$ cat config.mk
export PLATFORM = sky130hd
export DESIGN_NAME = wdt_keyed
export DESIGN_NICKNAME = d
export VERILOG_FILES = /design/src/rtl/wdt_pkg.sv /design/src/rtl/wdt_regs.sv /design/src/rtl/wdt_prescaler.sv /design/src/rtl/wdt_core.sv /design/src/rtl/wdt_keyed.sv
export SDC_FILE = /design/constraint.sdc
export NUM_CORES = 1
export LEC_CHECK = 0
export BUFFER_PORTS_ARGS = -buffer_cell sky130_fd_sc_hd__buf_2
export CAP_MARGIN = 5
export CORE_ASPECT_RATIO = 0.8
export CORE_MARGIN = 1
export CORE_UTILIZATION = 52
export DETAILED_ROUTE_END_ITERATION = 8
export GPL_ROUTABILITY_DRIVEN = 0
export GPL_TIMING_DRIVEN = 0
export PLACE_DENSITY = 0.86
export SYNTH_ARGS = -nofsm -noshare
export SYNTH_HDL_FRONTEND = slang
export SYNTH_SLANG_ARGS = --single-unit
$ cat constraint.sdc
create_clock -name clk_i -period 3 [get_ports clk_i]
set_input_delay 0.6 -clock clk_i [delete_from_list [all_inputs] [get_ports clk_i]]
set_output_delay 0.6 -clock clk_i [all_outputs]
set_load 0.01 [all_outputs]
$ cat src/rtl/wdt_pkg.sv
package wdt_pkg;
  localparam logic [11:0] MODE_KEY    = 12'h234;
  localparam logic [11:0] RESTART_KEY = 12'hA5C;
  localparam int OFF_MODE = 'h0;
  localparam int OFF_CLK  = 'h4;
  localparam int OFF_CTRL = 'h8;
  localparam int OFF_STAT = 'hC;
  localparam int PRE_W    = 10;

  function automatic int div_shift(input logic [1:0] sel);
    case (sel)
      2'd0:    return 3;
      2'd1:    return 5;
      2'd2:    return 7;
      default: return 10;
    endcase
  endfunction
endpackage

$ cat src/rtl/wdt_regs.sv
module wdt_regs import wdt_pkg::*; #(
  parameter int ADDR_W    = 4,
  parameter int DATA_W    = 32,
  parameter int PRELOAD_W = 4
) (
  input  logic                 clk_i,
  input  logic                 rst_ni,
  input  logic [ADDR_W-1:0]    addr_i,
  input  logic [DATA_W-1:0]    wdata_i,
  input  logic                 we_i,
  input  logic                 re_i,
  output logic [DATA_W-1:0]    rdata_o,
  input  logic                 ovf_i,
  output logic [3:0]           mode_o,
  output logic [1:0]           sel_o,
  output logic [PRELOAD_W-1:0] preload_o,
  output logic                 status_o,
  output logic                 restart_o
);
  localparam int CLK_W = 2 + PRELOAD_W;

  logic [3:0]       mode_q;
  logic [CLK_W-1:0] clk_q;
  logic             status_q;
  logic             hit_mode, hit_clk, hit_ctrl, hit_stat;

  assign hit_mode = addr_i == ADDR_W'(OFF_MODE);
  assign hit_clk  = addr_i == ADDR_W'(OFF_CLK);
  assign hit_ctrl = addr_i == ADDR_W'(OFF_CTRL);
  assign hit_stat = addr_i == ADDR_W'(OFF_STAT);

  assign restart_o = we_i && hit_ctrl && wdata_i[15:4] == RESTART_KEY && wdata_i[0];

  always_ff @(posedge clk_i or negedge rst_ni) begin
    if (!rst_ni) begin
      mode_q   <= '0;
      clk_q    <= '0;
      status_q <= 1'b0;
    end else begin
      if (we_i && hit_mode && wdata_i[15:4] == MODE_KEY) mode_q <= wdata_i[3:0];
      if (we_i && hit_clk) clk_q <= wdata_i[CLK_W-1:0];
      if (restart_o)  status_q <= 1'b0;
      else if (ovf_i) status_q <= 1'b1;
    end
  end

  always_comb begin
    rdata_o = '0;
    if (re_i) begin
      if (hit_mode)      rdata_o[3:0]       = mode_q;
      else if (hit_clk)  rdata_o[CLK_W-1:0] = clk_q;
      else if (hit_stat) rdata_o[0]         = status_q;
    end
  end

  assign mode_o    = mode_q;
  assign sel_o     = clk_q[1:0];
  assign preload_o = clk_q[CLK_W-1:2];
  assign status_o  = status_q;

  assert_mode_locked_R2: assert property (@(posedge clk_i) disable iff (!rst_ni)
    (we_i && hit_mode && wdata_i[15:4] != MODE_KEY) |=> $stable(mode_q));
  assert_status_sticky_R7: assert property (@(posedge clk_i) disable iff (!rst_ni)
    (status_q && !restart_o) |=> status_q);
endmodule

$ cat src/rtl/wdt_prescaler.sv
module wdt_prescaler import wdt_pkg::*; (
  input  logic       clk_i,
  input  logic       rst_ni,
  input  logic       en_i,
  input  logic       clr_i,
  input  logic [1:0] sel_i,
  output logic       tick_o
);
  logic [PRE_W-1:0] cnt_q;
  logic [PRE_W-1:0] last;

  always_comb last = PRE_W'((1 << div_shift(sel_i)) - 1);

  assign tick_o = en_i && !clr_i && cnt_q == last;

  always_ff @(posedge clk_i or negedge rst_ni) begin
    if (!rst_ni)                cnt_q <= '0;
    else if (!en_i || clr_i)    cnt_q <= '0;
    else if (tick_o)            cnt_q <= '0;
    else                        cnt_q <= cnt_q + 1'b1;
  end
endmodule

$ cat src/rtl/wdt_core.sv
module wdt_core #(
  parameter int PRELOAD_W = 4,
  parameter int ONES_W    = 12,
  parameter int PULSE_LEN = 8
) (
  input  logic                 clk_i,
  input  logic                 rst_ni,
  input  logic                 en_i,
  input  logic                 rsten_i,
  input  logic                 exten_i,
  input  logic [PRELOAD_W-1:0] preload_i,
  input  logic                 tick_i,
  input  logic                 restart_i,
  output logic                 ovf_o,
  output logic                 rst_req_o,
  output logic                 ext_ovf_no
);
  localparam int CNT_W = PRELOAD_W + ONES_W;
  localparam int PL_W  = $clog2(PULSE_LEN + 1);

  logic [CNT_W-1:0] cnt_q, load;
  logic [PL_W-1:0]  pulse_q;
  logic             rst_req_q;

  assign load  = {preload_i, {ONES_W{1'b1}}};
  assign ovf_o = en_i && tick_i && !restart_i && cnt_q == '0;

  always_ff @(posedge clk_i or negedge rst_ni) begin
    if (!rst_ni) begin
      cnt_q     <= '0;
      pulse_q   <= '0;
      rst_req_q <= 1'b0;
    end else begin
      if (!en_i || restart_i) cnt_q <= load;
      else if (tick_i)        cnt_q <= (cnt_q == '0) ? load : cnt_q - 1'b1;

      rst_req_q <= ovf_o && rsten_i;

      if (!en_i)                  pulse_q <= '0;
      else if (ovf_o && exten_i)  pulse_q <= PL_W'(PULSE_LEN);
      else if (pulse_q != '0)     pulse_q <= pulse_q - 1'b1;
    end
  end

  assign rst_req_o  = rst_req_q;
  assign ext_ovf_no = pulse_q == '0;

  assert_rst_req_single_R9: assert property (@(posedge clk_i) disable iff (!rst_ni)
    rst_req_o |=> !rst_req_o);
  assert_pulse_from_ovf_R10: assert property (@(posedge clk_i) disable iff (!rst_ni)
    $fell(ext_ovf_no) |-> $past(ovf_o));
endmodule

$ cat src/rtl/wdt_keyed.sv
module wdt_keyed #(
  parameter int ADDR_W    = 4,
  parameter int DATA_W    = 32,
  parameter int PRELOAD_W = 4,
  parameter int ONES_W    = 12,
  parameter int PULSE_LEN = 8
) (
  input  logic              clk_i,
  input  logic              rst_ni,
  input  logic [ADDR_W-1:0] addr_i,
  input  logic [DATA_W-1:0] wdata_i,
  input  logic              we_i,
  input  logic              re_i,
  output logic [DATA_W-1:0] rdata_o,
  output logic              irq_o,
  output logic              rst_req_o,
  output logic              ext_ovf_no
);
  logic [3:0]           mode;
  logic [1:0]           sel;
  logic [PRELOAD_W-1:0] preload;
  logic                 status, restart, tick, ovf;

  wdt_regs #(.ADDR_W(ADDR_W), .DATA_W(DATA_W), .PRELOAD_W(PRELOAD_W)) u_regs (
    .clk_i, .rst_ni, .addr_i, .wdata_i, .we_i, .re_i, .rdata_o,
    .ovf_i(ovf), .mode_o(mode), .sel_o(sel), .preload_o(preload),
    .status_o(status), .restart_o(restart)
  );

  wdt_prescaler u_pre (
    .clk_i, .rst_ni, .en_i(mode[0]), .clr_i(restart), .sel_i(sel), .tick_o(tick)
  );

  wdt_core #(.PRELOAD_W(PRELOAD_W), .ONES_W(ONES_W), .PULSE_LEN(PULSE_LEN)) u_core (
    .clk_i, .rst_ni, .en_i(mode[0]), .rsten_i(mode[1]), .exten_i(mode[3]),
    .preload_i(preload), .tick_i(tick), .restart_i(restart),
    .ovf_o(ovf), .rst_req_o, .ext_ovf_no
  );

  assign irq_o = status && mode[0] && mode[2];
endmodule

# Word-level counts from Yosys, hierarchy flattened

Index checks and enable logic that the tools add are counted.

Register bits after elaboration: 42
Input bits: 40
Output and inout port bits: 35
Word-level logic and storage cells: 63

Add/subtract/negate cells: 4
Equality and inequality tests: 9
Shift operators: 1
Mux-type cells: 17
Reduce and logical (&&, ||, !) cells: 25

Operator list:

| kind                    | number |
|---|---|
| $mux W16                | 3 |
| $mux W10                | 2 |
| $logic_not A16 Y1       | 1 |
| $mux W4                 | 4 |
| $sub A16 B1 Y16 const B | 1 |
| $logic_and A1 B1 Y1     | 15 |
| $eq A12 B10 Y1 const B  | 1 |
| $eq A12 B12 Y1 const B  | 1 |
| $pmux W4 S3             | 1 |
| $add A10 B1 Y10 const B | 1 |
| $eq A10 B10 Y1          | 1 |
| $shl A1 B4 Y10 const A  | 1 |
| $sub A10 B2 Y10 const B | 1 |
| $eq A4 B4 Y1 const B    | 2 |
| $logic_not A4 Y1        | 2 |
| $mux W6                 | 1 |
| $mux W5                 | 1 |
| $eq A4 B3 Y1 const B    | 1 |
| $mux W1                 | 4 |
| $reduce_bool A2 Y1      | 2 |
| $reduce_bool A4 Y1      | 1 |
| $sub A4 B1 Y4 const B   | 1 |
| $ne A3 B1 Y1 const B    | 1 |
| $eq A2 B1 Y1 const B    | 1 |
| other kinds (5)         | 6 |

# Longest topological paths before layout

Word-level depth: 13
Depth in mapped cells: 9
Depth with buffers taken out: 8

# Hierarchy

A second synthesis with hierarchy kept.

Cell total of the unflattened synthesis: 280
Area, all modules: 2775.2 um2

Modules (own cells, without submodules):

| module        | instances | cells an instance | area each (um2) | sequential area each (um2) |
|---|---|---|---|---|
| wdt_core      | 1         | 134               | 1277.5          | 525.5 |
| wdt_regs      | 1         | 79                | 810.8           | 275.3 |
| wdt_prescaler | 1         | 66                | 680.7           | 250.2 |
| wdt_keyed     | 1         | 1                 | 6.3             | 0.0 |

# Worst setup path before layout

Ideal clock, no wire load.

Kind: reg2reg
From: reg u_regs.clk_q[0]
To: reg u_core.cnt_q[3]
Setup time: 0.149 ns
Data arrival time: 2.125 ns
Data required time: 2.851 ns
Slack: 0.725 ns
Cell stages (with the launch flop): 9
Path buffers: 1
Clock period less this slack: 2.275 ns
Cell sequence: dfrtp_1 > ha_1 > or4_4 > a22oi_4 > nand3_4 > o21a_1 > buf_2 > o41ai_1 > nand3_1

Longest elaborated chain between the ends: 7
Elaborated cells between the ends (all ways): 9
Those cells by class: add/sub: 1; eq/ne: 3; shift: 1; mux: 1; reduce/logical: 3

RTL lines:

| element                                    | RTL line            | text |
|---|---|---|
| from (decl)                                | wdt_regs.sv:23      | `logic [CLK_W-1:0] clk_q;` |
| from (signal assigned)                     | wdt_regs.sv:41      | `if (we_i && hit_clk) clk_q <= wdata_i[CLK_W-1:0];` |
| $eq A2 B2 Y1, or another cell as far along | wdt_pkg.sv:11       | `case (sel)` |
| $pmux W4 S3 (*)                            | wdt_pkg.sv:11       |  |
| $shl A1 B4 Y10 (*)                         | wdt_prescaler.sv:12 | `always_comb last = PRE_W'((1 << div_shift(sel_i)) - 1);` |
| $sub A10 B2 Y10 (*)                        | wdt_prescaler.sv:12 |  |
| $eq A10 B10 Y1 (*)                         | wdt_prescaler.sv:14 | `assign tick_o = en_i && !clr_i && cnt_q == last;` |
| $logic_and A1 B1 Y1 (*)                    | wdt_prescaler.sv:14 |  |
| $reduce_bool A2 Y1 (no line) (*)           | --                  |  |
| to (signal assigned)                       | wdt_core.sv:34      | `if (!en_i \|\| restart_i) cnt_q <= load;` |
| to (signal assigned)                       | wdt_core.sv:35      | `else if (tick_i) cnt_q <= (cnt_q == '0) ? load : cnt_q - 1'b1;` |
| to (decl)                                  | wdt_core.sv:21      | `logic [CNT_W-1:0] cnt_q, load;` |

Every way passes the cells marked *; elsewhere a longest branch is shown, timed or not.
A chain may end at the register's enable or synchronous reset.

# Worst setup path after layout

From: reg u_regs.clk_q[1]
To: reg u_core.cnt_q[12]

Same word-level chain as after synthesis.

==> results.md <==
- Status: finished clean
- Detailed placement HPWL: 3960 microns
- Simple-Gate Fraction of Synth Area: 23.6%
- Slew margin rel.: 39.0%
- Seq/Total Area, Yosys: 39.8%
- Power per cell area: 450 nW/um^2
- Multiplexer area fraction after synthesis: 6.16%
- Gate power share: 14.3%
- Row count: 22
- Drt pass-1 iters: 5
- Internal power: 1.05 mW
- FFs w/ async S/R, synth: 100%
- DR iter-0 viols: 181
- Die ar.: 5370 sq um
- Synth cell types: 52
- Post-CTS Hold Buffers: 0
- Largest net degree at the start of global routing: 43
- Diodes inserted: 0
- Largest family of logic cells by synthesized area: simple AND/OR/NAND/NOR gates
- Clock sinks: 42
- Clk pwr share: 40.5%
- CP endpoint kind: flop
- Synth Instances: 275
- Pwr Total: 1.40 mW
- Top Ports: 75
- Mapped cell area: 2640 sq um
- Vias/cell: 5.49
- Worst path bufs/invs: 1
- Peak fanout along the critical path: 10
- Final Setup Violations: 0
- Area grow syn2layout: 17.9%
- Clock slew at reported path FFs: 80 ps
- Fin crit period: 2600 ps
- Placed Instances: 391
- Clock latency at the later pin of the worst-skew pair: 310 ps
- MaxCap Viol Count: 0
- Sw power: 0.351 mW
- Antenna violations before repair: 0
- Setup TNS: 0 ps
- Vias in the first global route: 2011
- Max Fclk: 385 MHz
- Tcrit/Tclk final: 86.6%
- Dominant synthesized flop cell: dfrtp_1
- Yosys synthesis warning count: 0
- TritonCTS clock tree: yes
- Final nets: 388
- Layout Cells excl Fill: 399
- Worst endpoint required time: 3200 ps
- Switching share of total power: 25.1%
- First-pass GRT wire length: 8980 microns
- Util after Layout: 65.7%
- LEAKAGE: 1.44 nW
- WL final: 5550 microns
- Die Wd: 81.7 microns
- CTS max path bufs: 2
- Hold Fails Final Rpt: 0
- Clock skew: 12.9 ps
- Worst hold path type: primary input to async pin
- Crit-path slowest cell: or4_4
- Die Height: 65.7 microns
- Reg power frac: 45.2%
- Tightest Pin Transition: 916 ps
- Overall Global Routing Usage: 22.5%
- CTS Buf Count: 5
- #FFs+latches synth: 42
- Number of H-tree levels: 2
- Post-route ant nets: 0
- Vias: 2189
- Layout cells sized above 1: 26.8%
- Family with the most delay on the worst path: simple AND/OR/NAND/NOR gates
- Crit-path cells: ha_1, or4_4, a22oi_4, nand3_4, o21ai_2, clkbuf_1, nand2_1, o2bb2ai_1
- Yosys top cell area share: 39.8%
- Post-synth EDFFs: 0
- Largest cells by area after synthesis: dfrtp_1 40%, buf_4 7.4%, ha_1 4.7%, mux2_2 4.3%, nor2_1 4.0%
- Unrepaired setup endpoints after global routing: no
- Syn Area/Cell: 9.60 sq um
- Post-Synth Adder-Cell Area: 4.74%
- Residual DRC: 0
- Initial Util: 55.8%
- Crit-path max cell delay: 550 ps
- Port buffer count: 31
- Gr ovfl total: 0
- Slew Viols, Final: 0
- Leading area contributor after synthesis: dfrtp_1
- Complex-gate fraction of the synthesized area: 11.6%
- CP Data Arrival Time: 2800 ps
- WS Path Type: flop to flop
- Peak supply drop: 0.279 mV
- Core area: 4730 sq um
- Drt wl/cell: 13.9 microns
- CP startpoint kind: flop
- Xor/xnor share of the synthesized area: 3.65%
- Clock root buffer: clkbuf_8
## registers in the layout, indices dropped and copies added (netlist names)
| name | flops |
|---|---|
| u_regs.status_o | 1 |
| u_core.pulse_q | 4 |
| u_core.cnt_q | 16 |
| u_pre.cnt_q | 10 |
| u_core.rst_req_o | 1 |
| u_regs.clk_q | 6 |
| u_regs.mode_o | 4 |
## final timing paths
| kind | start | end | slack [ps] | cells after the start |
|---|---|---|---|---|
| worst max register to register | u_regs.clk_q[1] | u_core.cnt_q[12] | 400 | 8 |
| worst min register to register | u_core.cnt_q[11] | u_core.cnt_q[11] | 490 | 1 |
| min in group clk_i | u_core.cnt_q[11] | u_core.cnt_q[11] | 490 | 1 |
| worst max-delay path | u_regs.clk_q[1] | u_core.cnt_q[12] | 400 | 8 |
| worst min-delay path | rst_ni | u_pre.cnt_q[6] | 420 | 1 |
| max in group asynchronous | rst_ni | u_core.cnt_q[6] | 2000 | 1 |
## kinds of logic after synthesis
family / count (synthesis)
fa+ha+maj: 10
mux: 15
simple gates: 108
compound gates: 45
flops: 42
buf+inv: 43
xor+xnor: 11
other cells: 1
## power groups by stage
stage          clock (mW)  combinational (mW)  sequential, mW
5_1_grt             0.591               0.222           0.636
2_1_floorplan           0               0.150           0.630
4_1_cts             0.573               0.199           0.630
3_5_place_dp            0               0.197           0.641
3_3_place_gp            0               0.190           0.639
6_report            0.567               0.200           0.633
## cells in the mapped netlist, types with 5 or more instances
library cell,number
buf_4,26
nor4_1,5
xor2_1,5
ha_1,10
xnor2_1,6
nand2_1,5
nor3b_1,5
inv_1,9
mux2_2,10
dfrtp_1,42
nand3_1,13
mux2i_1,5
nor3_1,10
nor2_1,28
o21ai_0,6
a21oi_1,12
and3_1,9
## metrics by stage
| stage | hold slack (ps) | worst slack, ps | area (sq um) |
|---|---|---|---|
| after detailed placement | 478 | 285 | 2960 |
| after floorplan | 304 | 725 | 2730 |
| final | 416 | 402 | 3110 |
| after global placement | 482 | 314 | 2960 |
| after global routing | 496 | 206 | 3110 |
| after CTS | 448 | 251 | 3110 |
## placed cells by master (no fill, tap or decap), types with 3 or more instances in the layout
cell       count
a21oi_1       12
nor2_1        28
nand2_1        5
dfrtp_1       42
clkbuf_1       3
o21ai_1        4
o2bb2ai_1      3
nor3_1         9
xnor2_1        6
inv_1          9
nor4_1         5
nor2b_1        3
clkbuf_8       6
buf_2         35
mux2i_1        5
nand3b_1       3
nand3_1       13
ha_1          10
nand4_1        4
or3_1          4
a41oi_1        3
and3_1         9
and2_1         4
conb_1        26
buf_4         26
xor2_1         5
o21ai_0        6
mux2_2        10
a31oi_1        4
nor3b_1        5
## layer usage
layer / vias to the layer above / share of wire, % / track usage (%)
met5: - / 0 / 0
met3: 4 / 5.1 / 5.00
met2: 74 / 44 / 35.2
met1: 1051 / 50 / 29.9
met4: 0 / 0.70 / 9.43
li1: 1060 / - / -
## cell type report
cell class / instances / area (sq um)
plain buffers: 34 / 238
clock buffers: 6 / 82.6
clock inverters: 2 / 60.1
fillers: 392 / 1620
inverters: 9 / 33.8
multi-input cells: 215 / 1420
flip-flops and latches: 42 / 1050
well taps: 60 / 75.1
repair buffers: 31 / 155
## repair_timing
action	CTS	global route
buffers inserted	0	0
resized for setup	0	1
endpoints found under the setup margin	0	1
(Power assumes the default switching activity.)
